`config.mk`:
```
export PLATFORM = sky130hd
export DESIGN_NAME = irq_mode_dispatch
export DESIGN_NICKNAME = d
export VERILOG_FILES = /design/src/rtl/irq_dispatch_pkg.sv /design/src/rtl/irq_rst_sync.sv /design/src/rtl/irq_mode_decode.sv /design/src/rtl/irq_dispatch_fsm.sv /design/src/rtl/irq_intx_track.sv /design/src/rtl/irq_mode_dispatch.sv
export SDC_FILE = /design/constraint.sdc
export NUM_CORES = 1
export LEC_CHECK = 0
export ABC_CLOCK_PERIOD_IN_PS = 900
export BUFFER_PORTS_ARGS = -buffer_cell sky130_fd_sc_hd__buf_2
export CORE_MARGIN = 5
export CORE_UTILIZATION = 40
export CTS_CLUSTER_SIZE = 40
export DETAILED_ROUTE_END_ITERATION = 8
export MAX_ROUTING_LAYER = met4
export PLACE_DENSITY = 0.76
export RECOVER_POWER = 50
export SYNTH_ARGS = -nofsm -noshare
export SYNTH_HDL_FRONTEND = slang
export SYNTH_SLANG_ARGS = --single-unit
```
`constraint.sdc`:
```
create_clock -name clk -period 0.9 [get_ports clk]
set_input_delay 0.18 -clock clk [delete_from_list [all_inputs] [get_ports clk]]
set_output_delay 0.18 -clock clk [all_outputs]
set_load 0.005 [all_outputs]
```
`src/rtl/irq_dispatch_pkg.sv`:
```
package irq_dispatch_pkg;
  typedef enum logic [1:0] {
    MODE_LEGACY = 2'd0,
    MODE_MSI    = 2'd1,
    MODE_MSIX   = 2'd2,
    MODE_UNDEF  = 2'd3
  } irq_mode_e;

  typedef enum logic {
    ST_IDLE = 1'b0,
    ST_SEND = 1'b1
  } disp_state_e;

  localparam logic [1:0] KIND_NONE     = 2'd0;
  localparam logic [1:0] KIND_INTX_ON  = 2'd1;
  localparam logic [1:0] KIND_INTX_OFF = 2'd2;
  localparam logic [1:0] KIND_MSI_WR   = 2'd3;
endpackage

```
`src/rtl/irq_rst_sync.sv`:
```
module irq_rst_sync #(
  parameter int STAGES = 2
) (
  input  logic clk,
  input  logic rst_n_async,
  output logic rst_n_sync
);
  logic [STAGES-1:0] sync_q;

  always_ff @(posedge clk or negedge rst_n_async) begin
    if (!rst_n_async) sync_q <= '0;
    else              sync_q <= {sync_q[STAGES-2:0], 1'b1};
  end

  assign rst_n_sync = sync_q[STAGES-1];
endmodule

```
`src/rtl/irq_mode_decode.sv`:
```
module irq_mode_decode
  import irq_dispatch_pkg::*;
#(
  parameter int CMD_W        = 16,
  parameter int INTX_DIS_BIT = 10
) (
  input  logic             msi_en,
  input  logic             msix_en,
  input  logic [CMD_W-1:0] host_cmd,
  input  logic             deassert,
  output irq_mode_e        mode,
  output logic             intx_ok,
  output logic             emit,
  output logic [1:0]       kind
);
  always_comb begin
    intx_ok = ~host_cmd[INTX_DIS_BIT];
    unique case ({msix_en, msi_en})
      2'b00:   mode = MODE_LEGACY;
      2'b01:   mode = MODE_MSI;
      2'b10:   mode = MODE_MSIX;
      default: mode = MODE_UNDEF;
    endcase
    emit = 1'b0;
    kind = KIND_NONE;
    case (mode)
      MODE_LEGACY: begin
        emit = intx_ok;
        kind = deassert ? KIND_INTX_OFF : KIND_INTX_ON;
      end
      MODE_MSI: begin
        emit = 1'b1;
        kind = KIND_MSI_WR;
      end
      default: begin
        emit = 1'b0;
        kind = KIND_NONE;
      end
    endcase
  end
endmodule

```
`src/rtl/irq_dispatch_fsm.sv`:
```
module irq_dispatch_fsm
  import irq_dispatch_pkg::*;
#(
  parameter int ADDR_W = 64,
  parameter int DATA_W = 16
) (
  input  logic              clk,
  input  logic              rst_n,
  input  logic              req_valid,
  input  logic              emit,
  input  logic [1:0]        kind_in,
  input  logic [ADDR_W-1:0] addr_in,
  input  logic [DATA_W-1:0] data_in,
  input  logic              out_ready,
  output logic              req_ready,
  output logic              out_valid,
  output logic [1:0]        out_kind,
  output logic [ADDR_W-1:0] out_addr,
  output logic [DATA_W-1:0] out_data,
  output logic              out_fire,
  output logic              req_done,
  output logic              req_blocked
);
  disp_state_e       state_q, state_d;
  logic [1:0]        kind_q;
  logic [ADDR_W-1:0] addr_q;
  logic [DATA_W-1:0] data_q;
  logic              done_q, done_d;
  logic              blk_q, blk_d;
  logic              accept, load_en;

  always_comb begin
    accept   = req_valid & (state_q == ST_IDLE);
    out_fire = (state_q == ST_SEND) & out_ready;
    load_en  = accept & emit;
    done_d   = out_fire;
    blk_d    = accept & ~emit;
    state_d  = state_q;
    case (state_q)
      ST_IDLE: if (load_en)  state_d = ST_SEND;
      ST_SEND: if (out_fire) state_d = ST_IDLE;
      default: state_d = ST_IDLE;
    endcase
  end

  always_ff @(posedge clk or negedge rst_n) begin
    if (!rst_n) begin
      state_q <= ST_IDLE;
      done_q  <= 1'b0;
      blk_q   <= 1'b0;
    end else begin
      state_q <= state_d;
      done_q  <= done_d;
      blk_q   <= blk_d;
    end
  end

  always_ff @(posedge clk) begin
    if (load_en) begin
      kind_q <= kind_in;
      addr_q <= addr_in;
      data_q <= data_in;
    end
  end

  assign req_ready   = rst_n & (state_q == ST_IDLE);
  assign out_valid   = (state_q == ST_SEND);
  assign out_kind    = kind_q;
  assign out_addr    = addr_q;
  assign out_data    = data_q;
  assign req_done    = done_q;
  assign req_blocked = blk_q;
endmodule

```
`src/rtl/irq_intx_track.sv`:
```
module irq_intx_track
  import irq_dispatch_pkg::*;
(
  input  logic       clk,
  input  logic       rst_n,
  input  logic       fire,
  input  logic [1:0] kind,
  output logic       asserted
);
  logic q, d, en;

  always_comb begin
    en = fire & ((kind == KIND_INTX_ON) | (kind == KIND_INTX_OFF));
    d  = (kind == KIND_INTX_ON);
  end

  always_ff @(posedge clk or negedge rst_n) begin
    if (!rst_n)  q <= 1'b0;
    else if (en) q <= d;
  end

  assign asserted = q;
endmodule

```
`src/rtl/irq_mode_dispatch.sv`:
```
module irq_mode_dispatch
  import irq_dispatch_pkg::*;
#(
  parameter int ADDR_W       = 64,
  parameter int DATA_W       = 16,
  parameter int CMD_W        = 16,
  parameter int INTX_DIS_BIT = 10,
  parameter int SYNC_STAGES  = 2
) (
  input  logic              clk,
  input  logic              rst_n,
  input  logic              msi_en,
  input  logic              msix_en,
  input  logic [CMD_W-1:0]  host_cmd,
  input  logic [ADDR_W-1:0] msi_addr,
  input  logic [DATA_W-1:0] msi_data,
  input  logic              req_valid,
  input  logic              req_deassert,
  output logic              req_ready,
  output logic              req_done,
  output logic              req_blocked,
  output logic              out_valid,
  input  logic              out_ready,
  output logic [1:0]        out_kind,
  output logic [ADDR_W-1:0] out_addr,
  output logic [DATA_W-1:0] out_data,
  output logic              mode_err,
  output logic              intx_enabled,
  output logic              intx_asserted
);
  logic       rst_n_int;
  irq_mode_e  mode;
  logic       emit;
  logic [1:0] kind;
  logic       fire;

  irq_rst_sync #(.STAGES(SYNC_STAGES)) u_rst (
    .clk(clk), .rst_n_async(rst_n), .rst_n_sync(rst_n_int)
  );

  irq_mode_decode #(.CMD_W(CMD_W), .INTX_DIS_BIT(INTX_DIS_BIT)) u_dec (
    .msi_en(msi_en), .msix_en(msix_en), .host_cmd(host_cmd),
    .deassert(req_deassert), .mode(mode), .intx_ok(intx_enabled),
    .emit(emit), .kind(kind)
  );

  irq_dispatch_fsm #(.ADDR_W(ADDR_W), .DATA_W(DATA_W)) u_fsm (
    .clk(clk), .rst_n(rst_n_int), .req_valid(req_valid), .emit(emit),
    .kind_in(kind), .addr_in(msi_addr), .data_in(msi_data),
    .out_ready(out_ready), .req_ready(req_ready), .out_valid(out_valid),
    .out_kind(out_kind), .out_addr(out_addr), .out_data(out_data),
    .out_fire(fire), .req_done(req_done), .req_blocked(req_blocked)
  );

  irq_intx_track u_trk (
    .clk(clk), .rst_n(rst_n_int), .fire(fire), .kind(out_kind),
    .asserted(intx_asserted)
  );

  assign mode_err = (mode == MODE_UNDEF);
endmodule

```
# Word-level counts from Yosys, hierarchy flattened
# Index checks and enable logic that the tools add are counted.
# totals
regBits,88
in_bits,103
output_inout_bits,89
# op_classes
n_eq_ne,6
mux,7
n_bitwise,10
reduce_logical,2
# op_table
cell,n
$and A1 B1 Y1,6
$eq A2 B1 Y1 const B,3
$eq A2 B2 Y1 const B,3
$pmux W2 S3,1
$logic_not A2 Y1,2
$pmux W1 S2,2
$pmux W2 S2,1
$not A1 Y1,3
$mux W1,2
$mux W2,1
$or A1 B1 Y1,1

# Longest topological paths before layout
# depth
depth_word,7
mapped_depth,4

# Cells and area by module
# From an unflattened synthesis, not the netlist that was laid out.
# unflattened
cells_unflattened,108
hier_area_um2,2737.6
# by_module_without_submodules
module,instances,cells_each,area_per_inst_um2
irq_dispatch_fsm,1,91,2575.0
irq_intx_track,1,5,70.1
irq_rst_sync,1,3,53.8
irq_mode_decode,1,8,32.5
irq_mode_dispatch,1,1,6.3

# Worst setup path after synthesis
# OpenSTA, ideal clock, no wires.
# synth_path
path_type,reg-to-reg
start,"reg u_fsm.state_q, in the netlist u_fsm.out_valid"
end,"reg u_fsm.addr_q[0], in the netlist u_fsm.out_addr[0], enable pin"
t_arrival_ns,6.153
t_required_ns,0.276
slack_ns,-5.877
path_stages_with_launch,3
period_less_slack_ns,6.777
cell_sequence,dfrtp_1 nand2b_1 nor3_1
# synth_via
elab_chain_len,3
# synth_lines
element,line,text
from (decl),irq_dispatch_fsm.sv:24,"disp_state_e state_q, state_d;"
from (signal assigned),irq_dispatch_fsm.sv:52,state_q <= state_d;
$not A1 Y1,--,
$and A1 B1 Y1,irq_dispatch_fsm.sv:33,accept = req_valid & (state_q == ST_IDLE);
$and A1 B1 Y1,irq_dispatch_fsm.sv:35,load_en = accept & emit;
named net u_fsm.load_en,irq_dispatch_fsm.sv:30,"logic accept, load_en;"
to (signal assigned),irq_dispatch_fsm.sv:61,addr_q <= addr_in;
to (decl),irq_dispatch_fsm.sv:26,logic [ADDR_W-1:0] addr_q;
# The timed path passes the listed nets, and every way through them passes these cells.
# A chain may end at the register's enable or synchronous reset.

# Worst setup path in the final report
# layout_path
start,"reg u_fsm.state_q, in the netlist u_fsm.out_valid"
end,"reg u_fsm.addr_q[2], in the netlist u_fsm.out_addr[2], enable pin"
# Same word-level chain as after synthesis.

==> summary.md <==
| Metric | Value |
|---|---|
| Post-route setup TNS | -48.88 ns |
| Synthesis Warnings | 0 |
| Part of the cycle the worst path needs | 150% |
| Global-route wire length before repair | roughly 12000 um |
| Final slew viol count | 0 |
| GPL Wtd Cong | between 0.7 and 0.8 |
| Mapped Area | approximately 0.0027 mm^2 |
| Synth cell types | 16 |
| Sw Share | 21.4% |
| Synth area leaders | edfxtp_1 (90%), dfrtp_1 (5.5%), o32ai_2 (0.59%) |
| Remaining DRCs | 0 |
| Synth area leader | edfxtp_1 |
| Nets | ~480 |
| Setup slack after layout | -0.453 ns |
| Post-Synthesis Cells | between 100 and 150 |
| Slowest cell on the critical path | dfrtp_1 |
| Final Hold Fails | 0 |
| Vias after detailed routing | just over 2000 |
| Combinational Power Share | a little under an eighth |
| RSZ-0062 raised after global routing | yes |
| Remaining Overflow, GRT | 0 |
| Total CTS buffers | 9 |
| Rows | 30 |
| Crit path depth | 5 |
| Vias/cell | approximately 4.4 |
| Clock latency at the later pin of the worst-skew pair | approximately 0.35 ns |
| Fin cells | approximately 460 |
| CP Capture Type | flop |
| Critical path's largest stage delay | slightly below 0.4 ns |
| FF+latch count, synth | 88 |
| Area share of the largest cell type after synthesis | approximately 90% |
| Final setup fails | between 150 and 200 |
| R2R cell count | 5 |
| Die X | ~93 um |
| Hold Crit Class | input pin to flop |
| Cell chain of the critical path | nand2b_4, nor3_4, buf_6, buf_6, buf_12 |
| Psw | 1790 uW |
| Worst flop-to-flop path endpoint | u_fsm.out_addr[2]$_DFFE_PP_ |
| Pin count of the biggest net entering global routing | 26 |
| Starting density of the core | 40.8% |
| CP max FO | 17 |
| Initial DRC Count | between 70 and 80 |
| Tot Pwr | 8360 uW |
| Req. time, crit path | 0.96 ns |
| FF-to-FF setup slack | -0.45 ns |
| Dpl hpwl | about 5500 um |
| Seq/Total Area, Yosys | 95.3% |
| Setup Skew | approximately 0.0099 ns |
| Internal power | 6570 uW |
| DRT antenna net count | 0 |
| Min Clock Period, post-route | around 1.4 ns |
| Port Buf Inserts | approximately 180 |
| Clk pwr share | a little under a third |
| # diodes | 0 |
| Max-cap viol count | 0 |
| Share of cells above drive strength 1 | approximately 55% |
| Drt total wl | between 8000 and 9000 um |
| Placed cell count | 371 |
| Startpoint types | flop |
| Number of global-route vias before repair | between 2000 and 2500 |
| Total die area | 0.00861 mm^2 |
| Syn-to-layout area delta | 76.2% |
| CP startpoint | u_fsm.out_valid$_DFF_PN0_ |
| Drt first pass iters | 4 |
| Initial antenna violation count | 0 |
| Std-Cell Core Area | between 0.006 and 0.007 mm^2 |
| Crit path kind | flop to flop |
| Start of the worst register-to-register path | u_fsm.out_valid$_DFF_PN0_ |
| CP bufs+invs | 3 |
| Top delay family on crit path | flip-flops |
| Failing checks | negative setup slack |
| CTS sink cnt | 88 |
| Post-Syn Nets | 211 |
| Power Dens Cells | around 1700 mW/mm^2 |
| Clock Path Buffers | 2 |
| Most frequent CP cell | buf_6 |
| IO Pins | between 150 and 200 |
| Mean Syn Cell Area | 25.6 um^2 |
| Fmax | 0.739 GHz |
| Die Ht | 92.8 um |
| CP Data Arrival Time | 1.41 ns |
| Worst VDD drop | a little over 0.0007 V |
| Outcome | finished, violations left |
| Sequential fraction of design power | 56.7% |
| Max H-tree Level | 3 |
| Root Driver | clkbuf_8 |
| P_leak | 0.00208 uW |
| CTS tree | done |
| Crit path to | u_fsm.out_addr[2]$_DFFE_PP_ |
| Total GRT Usage | approximately a fifth |
| Clock-pin transition on the worst setup and hold timing paths | roughly 0.080 ns |
| Routed len/inst | 19.2 um |
==> final cells by class <==
class / count / area [um^2]
well taps: 80 / 100
inverters: 4 / 15.0
repair buffers: 256 / 1770
flip-flops and latches: 88 / 2610
clock inverters: 6 / 67.6
clock buffers: 10 / 128
multi-input cells: 15 / 145
fillers: 413 / 1890
==> power by group through the flow <==
stage	clock, uW	sequential (uW)	combinational, uW
floorplan	0	4860	126
global placement	0	4820	599
detailed placement	0	4830	617
CTS	2730	4740	919
global route	2930	4760	1030
finish	2650	4740	970
==> timing repair <==
item,4_1_cts,5_1_grt
setup endpoints to repair,172,173
hold endpoints to repair,54,8
pin swaps,2,2
cloned,3,1
hold buffers,53,8
buffers inserted,7,0
resized for setup,9,1
==> layout by cell type (no fill, tap or decap) <==
cell | netlist | routed
buf_2 | 0 | 171
edfxtp_1 | 82 | 82
dlygate4sd3_1 | 0 | 61
clkbuf_8 | 0 | 9
clkbuf_1 | 0 | 6
buf_6 | 0 | 6
dfrtp_1 | 6 | 6
buf_4 | 0 | 5
inv_1 | 4 | 4
buf_16 | 0 | 3
buf_12 | 0 | 3
nor2_1 | 2 | 2
and2_1 | 2 | 2
clkinvlp_4 | 0 | 2
inv_6 | 0 | 2
a21oi_1 | 1 | 1
and2b_1 | 1 | 1
nor2b_1 | 1 | 1
nand2b_4 | 0 | 1
nor3_4 | 0 | 1
o21ba_2 | 1 | 1
o32ai_4 | 0 | 1
nand3b_1 | 1 | 1
mux2_4 | 1 | 1
ha_1 | 1 | 1
clkinv_2 | 0 | 1
bufinv_16 | 0 | 1
clkbuf_16 | 0 | 1
clkbuf_4 | 0 | 1
conb_1 | 1 | 1
==> registers in the layout, summed over array words and instances, names as in the netlist <==
register / count
u_fsm.out_addr: 64
u_fsm.out_data: 16
u_fsm.out_kind: 2
u_rst.sync_q: 2
u_fsm.out_valid: 1
u_fsm.req_blocked: 1
u_fsm.req_done: 1
u_trk.asserted: 1
==> worst min-delay path by stage <==
stage	depth (start not counted)	endpoint	slack (ns)	start
final	1	u_fsm.out_addr[44]$_DFFE_PP_	0.02	msi_addr[44]
after global routing	1	u_fsm.out_addr[44]$_DFFE_PP_	-0.002	msi_addr[44]
after CTS	1	u_fsm.out_addr[17]$_DFFE_PP_	0.002	msi_addr[17]
after detailed placement	1	u_rst.sync_q[0]$_DFF_PN0_	-0.03	rst_n
after global placement	1	u_rst.sync_q[1]$_DFF_PN0_	-0.04	rst_n
after floorplan	0	u_rst.sync_q[0]$_DFF_PN0_	-0.12	rst_n
==> Yosys cell counts <==
cell / count
nor2b_1: 1
mux2_4: 1
nand2b_1: 1
conb_1: 1
dfrtp_1: 6
and2b_1: 1
edfxtp_1: 82
nand3b_1: 1
inv_1: 4
o32ai_2: 1
and2_1: 2
nor2_1: 2
ha_1: 1
o21ba_2: 1
nor3_1: 1
a21oi_1: 1
==> routing by layer <==
| layer | share of wire [%] | routed length, um | track usage (%) |
|---|---|---|---|
| met1 | 38 | 3380 | 21.1 |
| met2 | 54 | 4750 | 36.7 |
| met3 | 6.8 | 597 | 6.09 |
| met4 | 0.99 | 87 | 5.13 |
| met5 | 0 | 0 | - |
==> cells by family (layout without fill, tap and decap cells) <==
kind of cell | Yosys count | in the layout | share of synthesized area [%]
AOI/OAI and AO/OA | 3 | 3 | 1.14
adders and majority gates | 1 | 1 | 0.456
buffers and inverters | 4 | 276 | 0.547
DFF | 88 | 88 | 95.3
muxes | 1 | 1 | 0.547
other | 1 | 1 | 0.137
and+or+nand+nor | 9 | 9 | 1.92
==> per-stage QoR <==
step	hold slack [ns]	worst slack, ns	instance area (um^2)	utilization (%)
finish	0.0226	-0.453	4830	71.9
global route	-0.00189	-0.511	4830	71.9
CTS	0.00161	-0.465	4730	70.4
detailed placement	-0.0340	-0.542	3830	57.0
global placement	-0.0351	-0.526	3830	57.0
floorplan	-0.116	-2.11	2760	-
No activity file was read; power rests on OpenSTA's default activity.
